===== src/rtl/pcb_pkg.sv =====
package pcb_pkg;
  localparam int ADDR_W = 12;
  localparam int MASK_W = 32;
  localparam int CYC_BIT = 31;
  localparam int NUM_FIELD_LSB = 11;
  localparam int GEN_STRIDE_LOG2 = 4;

  localparam logic [ADDR_W-1:0] A_CTRL    = 12'h400;
  localparam logic [ADDR_W-1:0] A_CE_CLR  = 12'h403;
  localparam logic [ADDR_W-1:0] A_CE_SET  = 12'h404;
  localparam logic [ADDR_W-1:0] A_IE_CLR  = 12'h405;
  localparam logic [ADDR_W-1:0] A_IE_SET  = 12'h406;
  localparam logic [ADDR_W-1:0] A_OV_CLR  = 12'h407;
  localparam logic [ADDR_W-1:0] A_OV_SET  = 12'h408;
  localparam logic [ADDR_W-1:0] A_CYC_CTL = 12'h409;
  localparam logic [ADDR_W-1:0] A_CYC_VAL = 12'h40A;
  localparam logic [ADDR_W-1:0] A_GEN_BASE = 12'h420;

  // implemented mask bits: general counters low, cycle counter at bit 31
  function automatic logic [MASK_W-1:0] mask_valid(int n);
    logic [MASK_W-1:0] m;
    m = '0;
    for (int i = 0; i < n; i++) m[i] = 1'b1;
    m[CYC_BIT] = 1'b1;
    return m;
  endfunction
endpackage


===== src/rtl/pcb_counter.sv =====
module pcb_counter #(
  parameter int W = 32
) (
  input  logic         clk_i,
  input  logic         rst_ni,
  input  logic         run_i,
  input  logic         inc_i,
  input  logic         wr_i,
  input  logic [W-1:0] wdata_i,
  input  logic         clr_i,
  output logic [W-1:0] value_o,
  output logic         wrap_o
);
  logic [W-1:0] value_q;

  assign wrap_o  = run_i & inc_i & ~wr_i & ~clr_i & (&value_q);
  assign value_o = value_q;

  always_ff @(posedge clk_i or negedge rst_ni) begin
    if (!rst_ni)               value_q <= '0;
    else if (clr_i)            value_q <= '0;
    else if (wr_i)             value_q <= wdata_i;
    else if (run_i && inc_i)   value_q <= value_q + 1'b1;
  end

  // no advance without run and pulse
  a_r3_hold: assert property (@(posedge clk_i) disable iff (!rst_ni)
    (!(run_i && inc_i) && !wr_i && !clr_i) |=> $stable(value_o));

  // wrap lands on zero
  a_r6_wrap_zero: assert property (@(posedge clk_i) disable iff (!rst_ni)
    wrap_o |=> (value_o == '0));
endmodule


===== src/rtl/pcb_mask.sv =====
module pcb_mask #(
  parameter int          W     = 32,
  parameter logic [W-1:0] VALID = '1
) (
  input  logic         clk_i,
  input  logic         rst_ni,
  input  logic         set_i,
  input  logic         clr_i,
  input  logic [W-1:0] wdata_i,
  input  logic [W-1:0] hw_set_i,
  output logic [W-1:0] q_o
);
  logic [W-1:0] q_q, set_bits, clr_bits;

  assign set_bits = set_i ? wdata_i : '0;
  assign clr_bits = clr_i ? wdata_i : '0;
  assign q_o      = q_q;

  // hardware set beats software clear
  always_ff @(posedge clk_i or negedge rst_ni) begin
    if (!rst_ni) q_q <= '0;
    else         q_q <= ((q_q & ~clr_bits) | set_bits | hw_set_i) & VALID;
  end

  // clear address removes named bits unless hardware sets them
  a_r5_clear: assert property (@(posedge clk_i) disable iff (!rst_ni)
    clr_i |=> ((q_o & $past(wdata_i & ~hw_set_i)) == '0));
endmodule


===== src/rtl/perf_counter_bank.sv =====
module perf_counter_bank #(
  parameter int NUM_GEN = 4,
  parameter int GEN_W   = 32,
  parameter int CTL_W   = 32,
  parameter int CYC_W   = 64
) (
  input  logic               clk_i,
  input  logic               rst_ni,
  input  logic [NUM_GEN-1:0] evt_i,
  input  logic               req_i,
  input  logic               we_i,
  input  logic [11:0]        addr_i,
  input  logic [CYC_W-1:0]   wdata_i,
  output logic [CYC_W-1:0]   rdata_o,
  output logic               irq_o
);
  import pcb_pkg::*;

  localparam logic [MASK_W-1:0] VALID = mask_valid(NUM_GEN);
  localparam logic [4:0]        NUM_FIELD = 5'(NUM_GEN);

  logic wr, rd, en_q, clr_gen, clr_cyc;
  logic [ADDR_W-1:0] gen_off;
  logic [ADDR_W-GEN_STRIDE_LOG2-1:0] gen_idx;
  logic gen_hit;
  logic [MASK_W-1:0] ce_q, ie_q, ov_q, hw_ovf, wd_mask;
  logic [NUM_GEN-1:0] gen_wrap;
  logic cyc_wrap;
  logic [GEN_W-1:0] gen_val [NUM_GEN];
  logic [CTL_W-1:0] gen_ctl [NUM_GEN];
  logic [CYC_W-1:0] cyc_val;
  logic [CTL_W-1:0] cyc_ctl;
  logic [CYC_W-1:0] rd_val, rdata_q;

  assign wr      = req_i & we_i;
  assign rd      = req_i & ~we_i;
  assign gen_off = addr_i - A_GEN_BASE;
  assign gen_idx = gen_off[ADDR_W-1:GEN_STRIDE_LOG2];
  assign gen_hit = (addr_i >= A_GEN_BASE) && (int'(gen_idx) < NUM_GEN);
  assign clr_gen = wr && (addr_i == A_CTRL) && wdata_i[1];
  assign clr_cyc = wr && (addr_i == A_CTRL) && wdata_i[2];
  assign wd_mask = wdata_i[MASK_W-1:0];

  always_ff @(posedge clk_i or negedge rst_ni) begin
    if (!rst_ni)                        en_q <= 1'b0;
    else if (wr && addr_i == A_CTRL)    en_q <= wdata_i[0];
  end

  // general counters and their control registers
  for (genvar i = 0; i < NUM_GEN; i++) begin : g_gen
    logic sel_val, sel_ctl;
    assign sel_val = wr && gen_hit && (int'(gen_idx) == i) && (gen_off[3:0] == 4'h1);
    assign sel_ctl = wr && gen_hit && (int'(gen_idx) == i) && (gen_off[3:0] == 4'h0);

    pcb_counter #(.W(GEN_W)) u_ctr (
      .clk_i, .rst_ni,
      .run_i  (en_q & ce_q[i]),
      .inc_i  (evt_i[i]),
      .wr_i   (sel_val),
      .wdata_i(wdata_i[GEN_W-1:0]),
      .clr_i  (clr_gen),
      .value_o(gen_val[i]),
      .wrap_o (gen_wrap[i])
    );

    always_ff @(posedge clk_i or negedge rst_ni) begin
      if (!rst_ni)      gen_ctl[i] <= '0;
      else if (sel_ctl) gen_ctl[i] <= wdata_i[CTL_W-1:0];
    end

    // wrap shows in the overflow mask after the edge
    a_r6_ovf_set: assert property (@(posedge clk_i) disable iff (!rst_ni)
      gen_wrap[i] |=> ov_q[i]);
  end

  pcb_counter #(.W(CYC_W)) u_cyc (
    .clk_i, .rst_ni,
    .run_i  (en_q & ce_q[CYC_BIT]),
    .inc_i  (1'b1),
    .wr_i   (wr && addr_i == A_CYC_VAL),
    .wdata_i(wdata_i),
    .clr_i  (clr_cyc),
    .value_o(cyc_val),
    .wrap_o (cyc_wrap)
  );

  always_ff @(posedge clk_i or negedge rst_ni) begin
    if (!rst_ni)                         cyc_ctl <= '0;
    else if (wr && addr_i == A_CYC_CTL)  cyc_ctl <= wdata_i[CTL_W-1:0];
  end

  always_comb begin
    hw_ovf = '0;
    hw_ovf[NUM_GEN-1:0] = gen_wrap;
    hw_ovf[CYC_BIT] = cyc_wrap;
  end

  pcb_mask #(.W(MASK_W), .VALID(VALID)) u_ce (
    .clk_i, .rst_ni,
    .set_i(wr && addr_i == A_CE_SET), .clr_i(wr && addr_i == A_CE_CLR),
    .wdata_i(wd_mask), .hw_set_i('0), .q_o(ce_q));

  pcb_mask #(.W(MASK_W), .VALID(VALID)) u_ie (
    .clk_i, .rst_ni,
    .set_i(wr && addr_i == A_IE_SET), .clr_i(wr && addr_i == A_IE_CLR),
    .wdata_i(wd_mask), .hw_set_i('0), .q_o(ie_q));

  pcb_mask #(.W(MASK_W), .VALID(VALID)) u_ov (
    .clk_i, .rst_ni,
    .set_i(wr && addr_i == A_OV_SET), .clr_i(wr && addr_i == A_OV_CLR),
    .wdata_i(wd_mask), .hw_set_i(hw_ovf), .q_o(ov_q));

  assign irq_o = |(ov_q & ie_q);

  // read decode
  always_comb begin
    rd_val = '0;
    unique case (addr_i)
      A_CTRL: begin
        rd_val[0] = en_q;
        rd_val[NUM_FIELD_LSB +: 5] = NUM_FIELD;
      end
      A_CE_CLR, A_CE_SET: rd_val[MASK_W-1:0] = ce_q;
      A_IE_CLR, A_IE_SET: rd_val[MASK_W-1:0] = ie_q;
      A_OV_CLR, A_OV_SET: rd_val[MASK_W-1:0] = ov_q;
      A_CYC_CTL:          rd_val[CTL_W-1:0]  = cyc_ctl;
      A_CYC_VAL:          rd_val             = cyc_val;
      default: begin
        for (int i = 0; i < NUM_GEN; i++) begin
          if (gen_hit && int'(gen_idx) == i) begin
            if (gen_off[3:0] == 4'h0)      rd_val[CTL_W-1:0] = gen_ctl[i];
            else if (gen_off[3:0] == 4'h1) rd_val[GEN_W-1:0] = gen_val[i];
          end
        end
      end
    endcase
  end

  always_ff @(posedge clk_i or negedge rst_ni) begin
    if (!rst_ni)  rdata_q <= '0;
    else if (rd)  rdata_q <= rd_val;
  end
  assign rdata_o = rdata_q;

  // interrupt sticks until a clear arrives
  a_r7_irq_hold: assert property (@(posedge clk_i) disable iff (!rst_ni)
    (irq_o && !(wr && (addr_i == A_OV_CLR || addr_i == A_IE_CLR))) |=> irq_o);

  // control read reports counter count
  a_r2_num_field: assert property (@(posedge clk_i) disable iff (!rst_ni)
    (rd && addr_i == A_CTRL) |=> (rdata_o[NUM_FIELD_LSB +: 5] == NUM_FIELD));
endmodule


===== config.mk =====
export PLATFORM = sky130hd
export DESIGN_NAME = perf_counter_bank
export DESIGN_NICKNAME = d
export VERILOG_FILES = /design/src/rtl/pcb_pkg.sv /design/src/rtl/pcb_counter.sv /design/src/rtl/pcb_mask.sv /design/src/rtl/perf_counter_bank.sv
export SDC_FILE = /design/constraint.sdc
export NUM_CORES = 1
export LEC_CHECK = 0
export BUFFER_PORTS_ARGS = -buffer_cell sky130_fd_sc_hd__buf_2
export CORE_MARGIN = 4
export CORE_UTILIZATION = 43
export DETAILED_ROUTE_END_ITERATION = 6
export PLACE_DENSITY_LB_ADDON = 0.3
export SLEW_MARGIN = 40
export SYNTH_ARGS = -nofsm -noshare
export SYNTH_HDL_FRONTEND = slang
export SYNTH_SLANG_ARGS = --single-unit

===== constraint.sdc =====
create_clock -name clk_i -period 4.01 [get_ports clk_i]
set_clock_uncertainty 0.1 [all_clocks]
set_input_delay 0.802 -clock clk_i [delete_from_list [all_inputs] [get_ports clk_i]]
set_output_delay 0.802 -clock clk_i [all_outputs]
set_load 0.05 [all_outputs]

; ---- Word-level counts from Yosys, hierarchy flattened
; Index checks and enable logic that the tools add are counted.
[totals]
input_bits = 84
ramBits = 0
mem_bits_ro = 0
wordCells = 171
ff_bits = 432
latch_bits = 0
memories = 0
[op_classes]
muxes = 39
n_reduce_logical = 51
bitwise = 45
div = 0
n_eq_ne = 13
shifts = 0
add_sub_neg = 6
n_mul = 0
order_cmp = 2
[op_table]
columns = cell, count
row1 = two-way mux 32 bit, 32
row2 = two-way mux 64 bit, 3
row3 = adder 32 x 1 -> 32 bit (second input constant), 4
row4 = bitwise AND 32 bit, 4
row5 = OR 32 bit, 4
row6 = AND reduction 32 bit, 4
row7 = == test 12 x 11 -> 1 bit (second input constant), 9
row8 = inverter 32 bit, 3
row9 = one-hot mux 16 bit (6 select lines), 1
row10 = adder 64 x 1 -> 64 bit (second input constant), 1
row11 = AND reduction 64 bit, 1
row12 = one-hot mux 10 bit (6 select lines), 1
row13 = logical AND 1 bit, 33
row14 = OR reduction 32 bit, 1
row15 = bitwise AND 1 bit, 26
row16 = one-hot mux 5 bit (4 select lines), 1
row17 = == test 8 x 3 -> 1 bit (second input constant), 2
row18 = nonzero test 3 bit, 5
row19 = greater-or-equal comparator 12 x 11 -> 1 bit (second input constant), 1
row20 = subtractor 12 x 11 -> 12 bit (second input constant), 1
row21 = OR reduction 9 bit, 1
row22 = == test 8 x 2 -> 1 bit (second input constant), 1
row23 = logical NOT 8 bit, 1
row24 = < comparator 8 x 3 -> 1 bit (second input constant), 1
row25 = 6 further kinds, 15

; ---- Longest topological paths before layout
; Gate-level depths: netlist of run 1.
[logic_depth]
depth_word = 16
depth_mapped = 10

; ---- Hierarchy
; A second synthesis of run 1 with hierarchy kept.
[unflattened]
cells_unflattened = 2876
area_unflattened_um2 = 27251.1
[modules_own_cells]
columns = mod, seq_area_each_um2, instances, area_each_um2, cells_per_inst
row1 = perf_counter_bank, 5630.4, 1, 12936.2, 1205
row2 = pcb_counter at g_gen[0].u_ctr ..., 800.8, 4, 2190.9, 256
row3 = pcb_counter at u_cyc, 1601.5, 1, 4350.4, 518
row4 = pcb_mask, 125.1, 3, 400.4, 43

; ---- Least setup slack after synthesis of run 1
; Ideal clock, no wire load.
[synth_path]
path_type = input -> register
from = in addr_i[3]
to = reg gen_ctl[100] (netlist bit)
arrival_ps = 2707
setup_time_ps = 125
required_ps = 3785
slack_ps = 1078
path_buffers = 4
path_stages = 8
path_cell_list = buf_2 or2_1 buf_2 or3_4 or4_4 buf_6 buf_12 mux2_4
[synth_via]
elab_chain_len = 6
word_cells_on_any_way = 9
classes_between = 1 x add/sub / 2 x order compare / 6 x reduce/logical
[synth_rtl]
columns = item, line
row1 = start: declaration, perf_counter_bank.sv:12  ; input logic [11:0] addr_i,
row2 = subtractor 12 x 11 -> 12 bit, perf_counter_bank.sv:37  ; assign gen_off = addr_i - A_GEN_BASE;
row3 = < comparator 8 x 3 -> 1 bit, perf_counter_bank.sv:39  ; assign gen_hit = (addr_i >= A_GEN_BASE) && (int'(gen_idx) < NUM_GEN);
row4 = logical AND 1 bit, perf_counter_bank.sv:39
row5 = logical AND 1 bit (2 in series), perf_counter_bank.sv:53  ; assign sel_ctl = wr && gen_hit && (int'(gen_idx) == i) && (gen_off[3:0] == 4'h0);
row6 = logical AND 1 bit (*), perf_counter_bank.sv:53
row7 = end signal: indexed assignment, perf_counter_bank.sv:68  ; else if (sel_ctl) gen_ctl[i] <= wdata_i[CTL_W-1:0];
row8 = end: declaration, perf_counter_bank.sv:30  ; logic [CTL_W-1:0] gen_ctl [NUM_GEN];
; Mark *: on every way between the ends. The rest lies on a longest branch, timed or not.
; A chain may end at the register's enable or synchronous reset.

; ---- Final worst setup path of run 1
[layout_path]
from = in addr_i[4]
to = reg rdata_q[3], in the netlist rdata_o[3]
[layout_via]
elab_chain_len = 16
word_cells_on_any_way = 36
classes_between = 1 x add/sub / 2 x order compare / 12 x eq/ne / 12 x mux / 9 x reduce/logical
[layout_rtl]
columns = item, line
row1 = subtractor 12 x 11 -> 12 bit, perf_counter_bank.sv:37
row2 = < comparator 8 x 3 -> 1 bit, perf_counter_bank.sv:39
row3 = logical AND 1 bit, perf_counter_bank.sv:39
row4 = logical AND 1 bit, perf_counter_bank.sv:130  ; if (gen_hit && int'(gen_idx) == i) begin
row5 = two-way mux 32 bit, perf_counter_bank.sv:130
row6 = two-way mux 32 bit, perf_counter_bank.sv:118  ; unique case (addr_i)
row7 = two-way mux 32 bit, perf_counter_bank.sv:132  ; else if (gen_off[3:0] == 4'h1) rd_val[GEN_W-1:0] = gen_val[i];
row8 = two-way mux 32 bit, perf_counter_bank.sv:131  ; if (gen_off[3:0] == 4'h0) rd_val[CTL_W-1:0] = gen_ctl[i];
row9 = two-way mux 32 bit, perf_counter_bank.sv:130
row10 = two-way mux 32 bit, perf_counter_bank.sv:132
row11 = two-way mux 32 bit, perf_counter_bank.sv:131
row12 = two-way mux 32 bit, perf_counter_bank.sv:130
row13 = two-way mux 32 bit, perf_counter_bank.sv:132
row14 = two-way mux 32 bit, perf_counter_bank.sv:131
row15 = two-way mux 32 bit, perf_counter_bank.sv:130
row16 = one-hot mux 10 bit (6 select lines) (*), perf_counter_bank.sv:118
row17 = end signal: assignment, perf_counter_bank.sv:141  ; else if (rd) rdata_q <= rd_val;
row18 = end: declaration, perf_counter_bank.sv:33  ; logic [CYC_W-1:0] rd_val, rdata_q;
; Mark *: on every way between the ends. The rest lies on a longest branch, timed or not. The select of a mux whose other input is x is not followed.

==> impl_metrics.yaml, run 1 <==
critical_path:
  worst-setup-path-type: "input pin to flip-flop"
  cp_max_fo: 24
  crit_required_ns: 4.35
  critPathArrivalTime_ns: 3.32
  cp-start-kind: "input pin"
  slowest_delay_ns: 0.70
  path_cells: "buf_2 > nor4_2 > nand2_1 > nor2_1 > buf_4 > nand2_1 > a2111oi_0 > nor3_1"
  slowest_stage: "nor4_2"
  cp_common_cell: "nand2_1"
  critPathCaptureType: "flip-flop"
sta:
  drv_slew: 0
  setup_viol: 0
  fin_crit_ns: 2.98
  worst_pin_slew_ns: 0.765
  relSlewSlack_pct: 49.0
  fmax_mhz: 335
  timing.setup.tns_ns: 0
  hold_viol: 0
  rsz0062_at_grt: "false"
  period_share_pct: 74.4
detailed_routing:
  firstDrtPassIters: 6
  dr.first_iter.drc_count: 2136
  ant_nets: 0
  via_per_inst: 6.33
  vias: 20000
  wl_mm: 77.5
  drc: 0
  wl_per_cell_um: 24.6
power_and_ir_drop:
  pwr_density_cell_nw_per_um2: 362
  total_power_mw: 9.65
  p_leak_nw: 11.7
  ir_drop_mv: 0.289
cells_and_area:
  drive_gt1_share_pct: 21.0
  areaGrowthSynthToFinish_pct: 12.8
  fin_nets: 2520
logic_synthesis:
  yosysUniqueCellTypes: 65
  yosysMostFrequentCell: "dfrtp_1"
  seq_area_frac_synth_pct: 45.8
  synth_common_cells: "432 x dfrtp_1, 178 x o21ai_0, 176 x mux2_2"
  synthCells: 2373
  synth_edf_count: 0
  synthesis.area_um2: 23600
  ys.flop_type: "dfrtp_1"
  ys_ff_latch: 432
  async_reset_ff_share_pct: 100
  synth_top_cell_by_area: "dfrtp_1"
  syn-num-nets: 2463
  synthTopCellsByArea: "dfrtp_1 46%, mux2_2 8.4%, o21ai_0 3.8%, xor2_1 3.7%, a21oi_1 3.5%"
  synth_warnings: 0
  yosysTopAreaCellShare_pct: 45.8
  syn_area_per_cell_um2: 9.95
place:
  gp_congestion: 0.918
  hpwl_mm: 53.5
  portBuffers: 148
clock_tree:
  cts_root_buf: "clkbuf_16"
  clock_latency_ns: 0.59
  post_cts_buffers: 0
  cts_tree: "done"
  numCtsBuffers: 48
  cts_resized: 0
  clock_sinks: 432
  clockBufferDepth: 3
  hold_buffers: 0
  cts_htree_levels: 2
  path_clk_slew_ns: 0.06
global_route:
  grt_pass1_wl_mm: 120
  grt_usage_pct: 25.7
  grt-ovfl-total: 0
  grt_max_degree: 92
  antenna_found_initial: 4
  grt_pass1_vias: 19700
floorplan:
  std_cell_rows: 85
  die_h_um: 242
  io_pins: 149
  die_area_um2: 58700
  start_util_pct: 43.6
  core_um2: 54100
  die_w_um: 242
run_status:
  status: "finished, final reports clean"
run:
  drv_cap: 0
min_path:
  hp-class: "input pin to async pin"
worst paths after layout:
| kind | startpoint | to | slack [ns] | cells past startpoint |
|---|---|---|---|---|
| worst min-delay path | rst_ni | gen_ctl[117] | 0.11 | 1 |
| worst max register to register | u_ce.q_o[0] | g_gen[0].u_ctr.value_o[30] | 1.19 | 6 |
| min in group clk_i | wdata_i[44] | u_cyc.value_o[44] | 0.34 | 3 |
| max in group asynchronous | rst_ni | gen_ctl[114] | 2.76 | 2 |
| worst max-delay path | addr_i[4] | rdata_o[3] | 1.03 | 8 |
| worst min register to register | rdata_o[40] | rdata_o[40] | 0.40 | 1 |
power by group:
part           internal, mW  switching [mW]  total (mW)
Combinational         0.165           0.505       0.670
Clock                  2.69            1.83        4.52
Sequential             4.41          0.0556        4.46
worst max-delay path: cells and delay by family:
family / cells / cell delay, ns
AOI/OAI and AO/OA: 1 / 0.53
buffers and inverters: 2 / 0.48
and+or+nand+nor: 5 / 1.49
per-stage QoR:
step	hold WS (ns)	utilization, %	worst slack [ns]	instances	instance area (um^2)
final	0.108	49.2	1.03	3157	26600
after CTS	0.112	49.2	1.15	3155	26600
after global routing	0.128	49.2	0.921	3157	26600
after detailed placement	0.385	46.3	0.535	3076	25100
after global placement	0.384	46.3	0.536	3076	25000
after floorplan	0.373	-	1.08	2373	23600
cell families (layout without fill, tap and decap cells):
group | count (synthesis) | in the layout | synth area share, %
multiplexers | 263 | 263 | 12.8
adder cells (fa/ha/maj) | 6 | 6 | 0.318
buffers and inverters | 224 | 310 | 4.05
other | 0 | 2 | 0
AND/OR/NAND/NOR | 653 | 653 | 13.8
AO/OA/AOI/OAI | 613 | 613 | 16.4
flip-flops | 432 | 432 | 45.8
XOR/XNOR | 182 | 182 | 6.75
sequential cells by signal (all words and copies together) (netlist names):
name and flops:
u_ie.q_o 5, g_gen.u_ctr.value_o 128, u_ov.q_o 5, u_cyc.value_o 64, cyc_ctl 32, u_ce.q_o 5
gen_ctl 128, rdata_o 64, en_q 1
cell usage in the layout, fill, tap and decap left out, drive strengths merged, types with 42 or more instances in the layout:
cell | synthesis | routed
clkbuf | 135 | 67
xnor2 | 83 | 83
buf | 68 | 210
nor2 | 173 | 173
dfrtp | 432 | 432
nand2 | 134 | 134
a211oi | 63 | 63
mux2 | 206 | 206
a22oi | 42 | 42
nor3 | 45 | 45
nand3 | 83 | 83
a22o | 45 | 45
xor2 | 99 | 99
a21oi | 165 | 165
o21ai | 180 | 180
mux2i | 55 | 55
and3 | 50 | 50
nand4 | 68 | 68
layout make-up:
class,count,area [um^2]
fillers,4870,27500
well taps,696,871
inverters,21,78.8
diodes,2,5.00
repair buffers,210,1360
multi-input cells,1717,11900
clock inverters,12,195
clock buffers,67,1370
flip-flops and latches,432,10800
routing by layer:
metal	vias up	part of all wire (%)	GRT usage, %
li1	8787	-	-
met1	10100	44	36.7
met5	-	0.017	0
met3	158	8.1	5.33
met4	2	3.2	7.94
met2	883	45	39.5
Note: power is estimated with default switching activity, not from simulation.
==> inputs of run 2 (changes only) <==
==> constraint.sdc (replaced) <==
create_clock -name clk_i -period 3.1 [get_ports clk_i]
set_clock_uncertainty 0.1 [all_clocks]
set_input_delay 0.62 -clock clk_i [delete_from_list [all_inputs] [get_ports clk_i]]
set_output_delay 0.62 -clock clk_i [all_outputs]
set_load 0.05 [all_outputs]
==> run 2 against run 1 <==
  * Worst setup slack lost 0.65 ns
  * Sequential share of layout area shrank 0.87 points
  * Total power grew 28%
  * Sequential cell count is the same
  * Final cell count grew 2.0%
  * Global-route usage grew 0.32 points
  * First-iteration DRC count shrank 0.70%
  * Worst hold slack gained 0.049 ns
  * Critical path type is now flip-flop to flip-flop
  * Critical endpoint is now u_cyc.value_o[61]
  * Largest cell class unchanged
==> impl_metrics.yaml, run 2 (same netlist as run 1, synthesis figures left out) <==
run_status:
  status: "finished, final reports clean"
clock_tree:
  cts_tree: "done"
  path_clk_slew_ns: 0.06
  clockBufferDepth: 3
  cts_root_buf: "clkbuf_16"
  cts_htree_levels: 2
  cts_resized: 0
  clock_sinks: 432
  numCtsBuffers: 48
  clock_latency_ns: 0.59
power_and_ir_drop:
  p_leak_nw: 12.1
  pwr_density_cell_nw_per_um2: 454
  total_power_mw: 12.4
  ir_drop_mv: 0.361
critical_path:
  critPathCaptureType: "flip-flop"
  slowest_stage: "nor4_1"
  critPathTopFamily: "simple AND/OR/NAND/NOR gates"
  cp_max_fo: 6
  slowest_delay_ns: 0.66
  worst-setup-path-type: "flip-flop to flip-flop"
  cp_num_buf_inv: 0
  regToRegStartpoint: "u_cyc.value_o[35]"
  cp-start-kind: "flip-flop"
  critPathArrivalTime_ns: 3.06
  cp_common_cell: "nand4_1"
  crit_start: "u_cyc.value_o[35]"
  crit_required_ns: 3.44
  path_cells: "nand4_1 > nor4_1 > nand4_1 > nor3_1 > xnor2_1 > a21oi_1"
place:
  gp_congestion: 0.944
  hpwl_mm: 55.8
  portBuffers: 148
cells_and_area:
  fin_nets: 2576
  areaGrowthSynthToFinish_pct: 15.2
  layout_commonest_cell: "dfrtp_1"
  final_cell_mix: "432 x dfrtp_1, 177 x o21ai_0, 176 x mux2_2"
  drive_gt1_share_pct: 22.6
detailed_routing:
  firstDrtPassIters: 5
  wl_per_cell_um: 24.5
  via_per_inst: 6.23
  dr.first_iter.drc_count: 2121
  wl_mm: 79.0
  vias: 20100
  drc: 0
  ant_nets: 0
run:
  drv_cap: 0
global_route:
  grt_max_degree: 87
  grt-ovfl-total: 0
  grt_usage_pct: 26.0
  grt_pass1_vias: 19400
  grt_pass1_wl_mm: 121
  antenna_found_initial: 6
sta:
  worst_pin_slew_ns: 0.834
  setup_viol: 0
  timing.setup.tns_ns: 0
  fin_crit_ns: 2.72
  hold_viol: 0
  relSlewSlack_pct: 44.2
  drv_slew: 0
  finalHoldWorstSlack_ns: 0.157
  period_share_pct: 87.9
  fmax_mhz: 367
  rsz0062_at_grt: "false"
min_path:
  hold_path_startpoint: "wdata_i[44]"
  hp-class: "input pin to flip-flop"
floorplan:
  die_area_um2: 58700
  std_cell_rows: 85
  die_h_um: 242
  die_w_um: 242
  start_util_pct: 43.6
  core_um2: 54100
  io_pins: 149
## run 2: changes by cell type in the layout (fill, tap and decap cells not counted), moves of 3 or more
cell | previous run | this run
clkbuf_1 | 10 | 15
buf_12 | 11 | 28
clkinvlp_4 | 4 | 0
bufinv_16 | 5 | 2
buf_4 | 51 | 89
## run 2: power by group
group / internal, mW / switching (mW) / leakage, nW
combinational: 0.241 / 0.661 / 5.62
clock: 3.31 / 2.37 / 0.754
sequential: 5.70 / 0.0701 / 5.68
## run 2: worst paths after layout
path,slack (ns),cells after the start,to
setup / recovery,0.38,6,u_cyc.value_o[61]
hold / removal,0.16,3,u_cyc.value_o[44]
setup reg to reg,0.38,6,u_cyc.value_o[61]
hold reg to reg,0.40,1,rdata_o[34]
max in group asynchronous,1.45,3,rdata_o[0]
min in group asynchronous,0.57,2,g_gen[0].u_ctr.value_o[19]
## run 2: stage by stage
stage	std cells	setup WS [ns]	cell area [um^2]	util, %
floorplan	2373	0.350	23600	-
global placement	3131	0.00451	25700	47.4
detailed placement	3131	-0.0238	25700	47.4
CTS	3216	0.424	27200	50.3
global route	3220	0.158	27200	50.3
finish	3220	0.376	27200	50.3
## run 2: timing repair
item                      in CTS  in global routing
setup buffers                  0                  0
hold endpoints to repair      40                  0
hold buffers                   1                  0
## run 2: cell type report
class,count,area (um^2)
fill,4874,26900
multi-input combinational,1717,11900
sequential,432,10800
timing repair buffer,266,2000
clock buffer,74,1420
tap,696,871
clock inverter,10,111
inverter,21,78.8
antenna,4,10.0
## run 2: tightest hold or removal path: cells and delay by family
family | cells | cell delay (ns)
simple gates | 1 | 0.04
buf+inv | 1 | 0.08
compound gates | 1 | 0.06
## run 2: per-layer routing
metal	global-route usage, %	share of wire, %	up-vias
li1	-	-	8925
met1	37.3	44	10100
met2	39.7	45	876
met3	5.45	8.4	136
met4	8.18	3.0	4
met5	0	0.028	-
==> inputs of run 3 (changes only) <==
--- a/config.mk
+++ b/config.mk
@@ -8,6 +8,7 @@
 export BUFFER_PORTS_ARGS = -buffer_cell sky130_fd_sc_hd__buf_2
 export CORE_MARGIN = 4
 export CORE_UTILIZATION = 43
+export CTS_BUF_LIST = sky130_fd_sc_hd__clkbuf_16
 export DETAILED_ROUTE_END_ITERATION = 6
 export PLACE_DENSITY_LB_ADDON = 0.3
 export SLEW_MARGIN = 40
==> run 3 against run 2 <==
  * Via count about the same
  * Global-route usage about the same
  * Final area shrank 0.37%
  * First-iteration DRC count down 2.7%
  * Final cell count unchanged
  * Worst hold slack worse by 0.0066 ns
  * Total power decreased by 2.5%
  * Largest cell class unchanged
==> impl_metrics.yaml, run 3 (same netlist as run 1, synthesis figures left out) <==
critical_path:
  worst-setup-path-type: "flip-flop to flip-flop"
  cp-endpoint: "u_cyc.value_o[57]"
  slowest_stage: "nor4_1"
  rr_worst_depth: 6
  rrSetupSlack_ns: 0.39
  critPathCaptureType: "flip-flop"
  reg2reg_to: "u_cyc.value_o[57]"
  cp_max_fo: 6
  regToRegStartpoint: "u_cyc.value_o[35]"
  crit_start: "u_cyc.value_o[35]"
  cp_common_cell: "nand4_1"
  slowest_delay_ns: 0.66
  crit_required_ns: 3.44
  cp-start-kind: "flip-flop"
  path_cells: "nand4_1 > nor4_1 > nand4_1 > nor3_1 > xnor2_1 > a21oi_1"
  critPathArrivalTime_ns: 3.05
global_route:
  grt-ovfl-total: 0
  antenna_found_initial: 6
  grt_usage_pct: 26.0
  grt_pass1_vias: 19500
  grt_pass1_wl_mm: 121
  grt_max_degree: 87
power_and_ir_drop:
  p_leak_nw: 12.1
  total_power_mw: 12.0
  pwr_density_cell_nw_per_um2: 444
  ir_drop_mv: 0.365
floorplan:
  io_pins: 149
  die_h_um: 242
  die_area_um2: 58700
  start_util_pct: 43.6
  std_cell_rows: 85
  die_w_um: 242
  core_um2: 54100
sta:
  fin_crit_ns: 2.71
  drv_slew: 0
  hold_viol: 0
  fmax_mhz: 369
  relSlewSlack_pct: 42.9
  rsz0062_at_grt: "false"
  setup_viol: 0
  period_share_pct: 87.5
  finalHoldWorstSlack_ns: 0.150
  worst_pin_slew_ns: 0.853
clock_tree:
  path_clk_slew_ns: 0.06
  cts_resized: 0
  clockBufferDepth: 3
  cts_htree_levels: 2
  cts_root_buf: "clkbuf_16"
  numCtsBuffers: 48
  cts_tree: "done"
  clock_latency_ns: 0.59
  clock_sinks: 432
cells_and_area:
  layout_commonest_cell: "dfrtp_1"
  fin_nets: 2576
  fillers: 4889
  areaGrowthSynthToFinish_pct: 14.8
  multiInputGateArea_um2: 11900
  register_area_um2: 10800
  final_cell_mix: "432 x dfrtp_1, 177 x o21ai_0, 176 x mux2_2"
  final_cell_area_um2: 27100
  layoutNonFillerInstCount: 3220
  final_util_pct: 50.1
  drive_gt1_share_pct: 22.2
min_path:
  hp-class: "input pin to flip-flop"
place:
  portBuffers: 148
  hpwl_mm: 55.8
  place_inst: 3131
  gp_congestion: 0.944
  post_dp_cell_area_um2: 25700
run_status:
  status: "finished, final reports clean"
detailed_routing:
  firstDrtPassIters: 5
  vias: 20100
  wl_mm: 78.8
  via_per_inst: 6.23
  drc: 0
  wl_per_cell_um: 24.5
  dr.first_iter.drc_count: 2063
  ant_nets: 0
run:
  drv_cap: 0
run 3: power breakdown:
| group | internal, mW | switching (mW) |
|---|---|---|
| Sequential | 5.70 | 0.0688 |
| Combinational | 0.241 | 0.660 |
| Clock | 3.01 | 2.37 |
run 3: per-stage QoR:
step           worst slack, ns  TNS, ns
2_1_floorplan            0.350        0
3_3_place_gp           0.00451        0
3_5_place_dp           -0.0238  -0.0238
4_1_cts                  0.424        0
5_1_grt                  0.154        0
6_report                 0.389        0
run 3: final cells by class:
| type | count | share of cell area, % |
|---|---|---|
| antenna | 4 | 0.0369 |
| clock buffer | 49 | 4.52 |
| clock inverter | 35 | 0.757 |
| inverter | 21 | 0.291 |
| multi-input combinational | 1717 | 44.0 |
| sequential | 432 | 39.9 |
| tap | 696 | 3.21 |
| timing repair buffer | 266 | 7.36 |
run 3: worst max-delay path: cells and delay by family, from the launching register on:
kind	cells	cell delay, ns
flops	1	0.44
compound gates	1	0.08
xor+xnor	1	0.15
simple gates	4	1.79
run 3: how the worst min path moves through the flow:
stage	cells after the start	end	startpoint	slack, ns
after floorplan	0	cyc_ctl[0]	rst_ni	0.22
after global placement	1	gen_ctl[62]	gen_ctl[62]	0.38
after detailed placement	1	rdata_o[34]	rdata_o[34]	0.39
after CTS	3	u_cyc.value_o[41]	wdata_i[41]	0.13
after global routing	3	u_cyc.value_o[36]	wdata_i[36]	0.15
final	3	u_cyc.value_o[44]	wdata_i[44]	0.15
run 3: per-layer routing:
layer	GRT usage [%]	part of all wire, %	vias to the layer above
li1	-	-	8929
met2	39.4	45	915
met5	0	0.028	-
met3	5.39	8.5	154
met4	8.59	3.4	4
met1	37.4	43	10100
run 3: what timing repair did:
item / 4_1_cts / 5_1_grt
setup buffers: 0 / 0
hold buffers: 1 / 0
endpoints found under the hold margin: 40 / 0
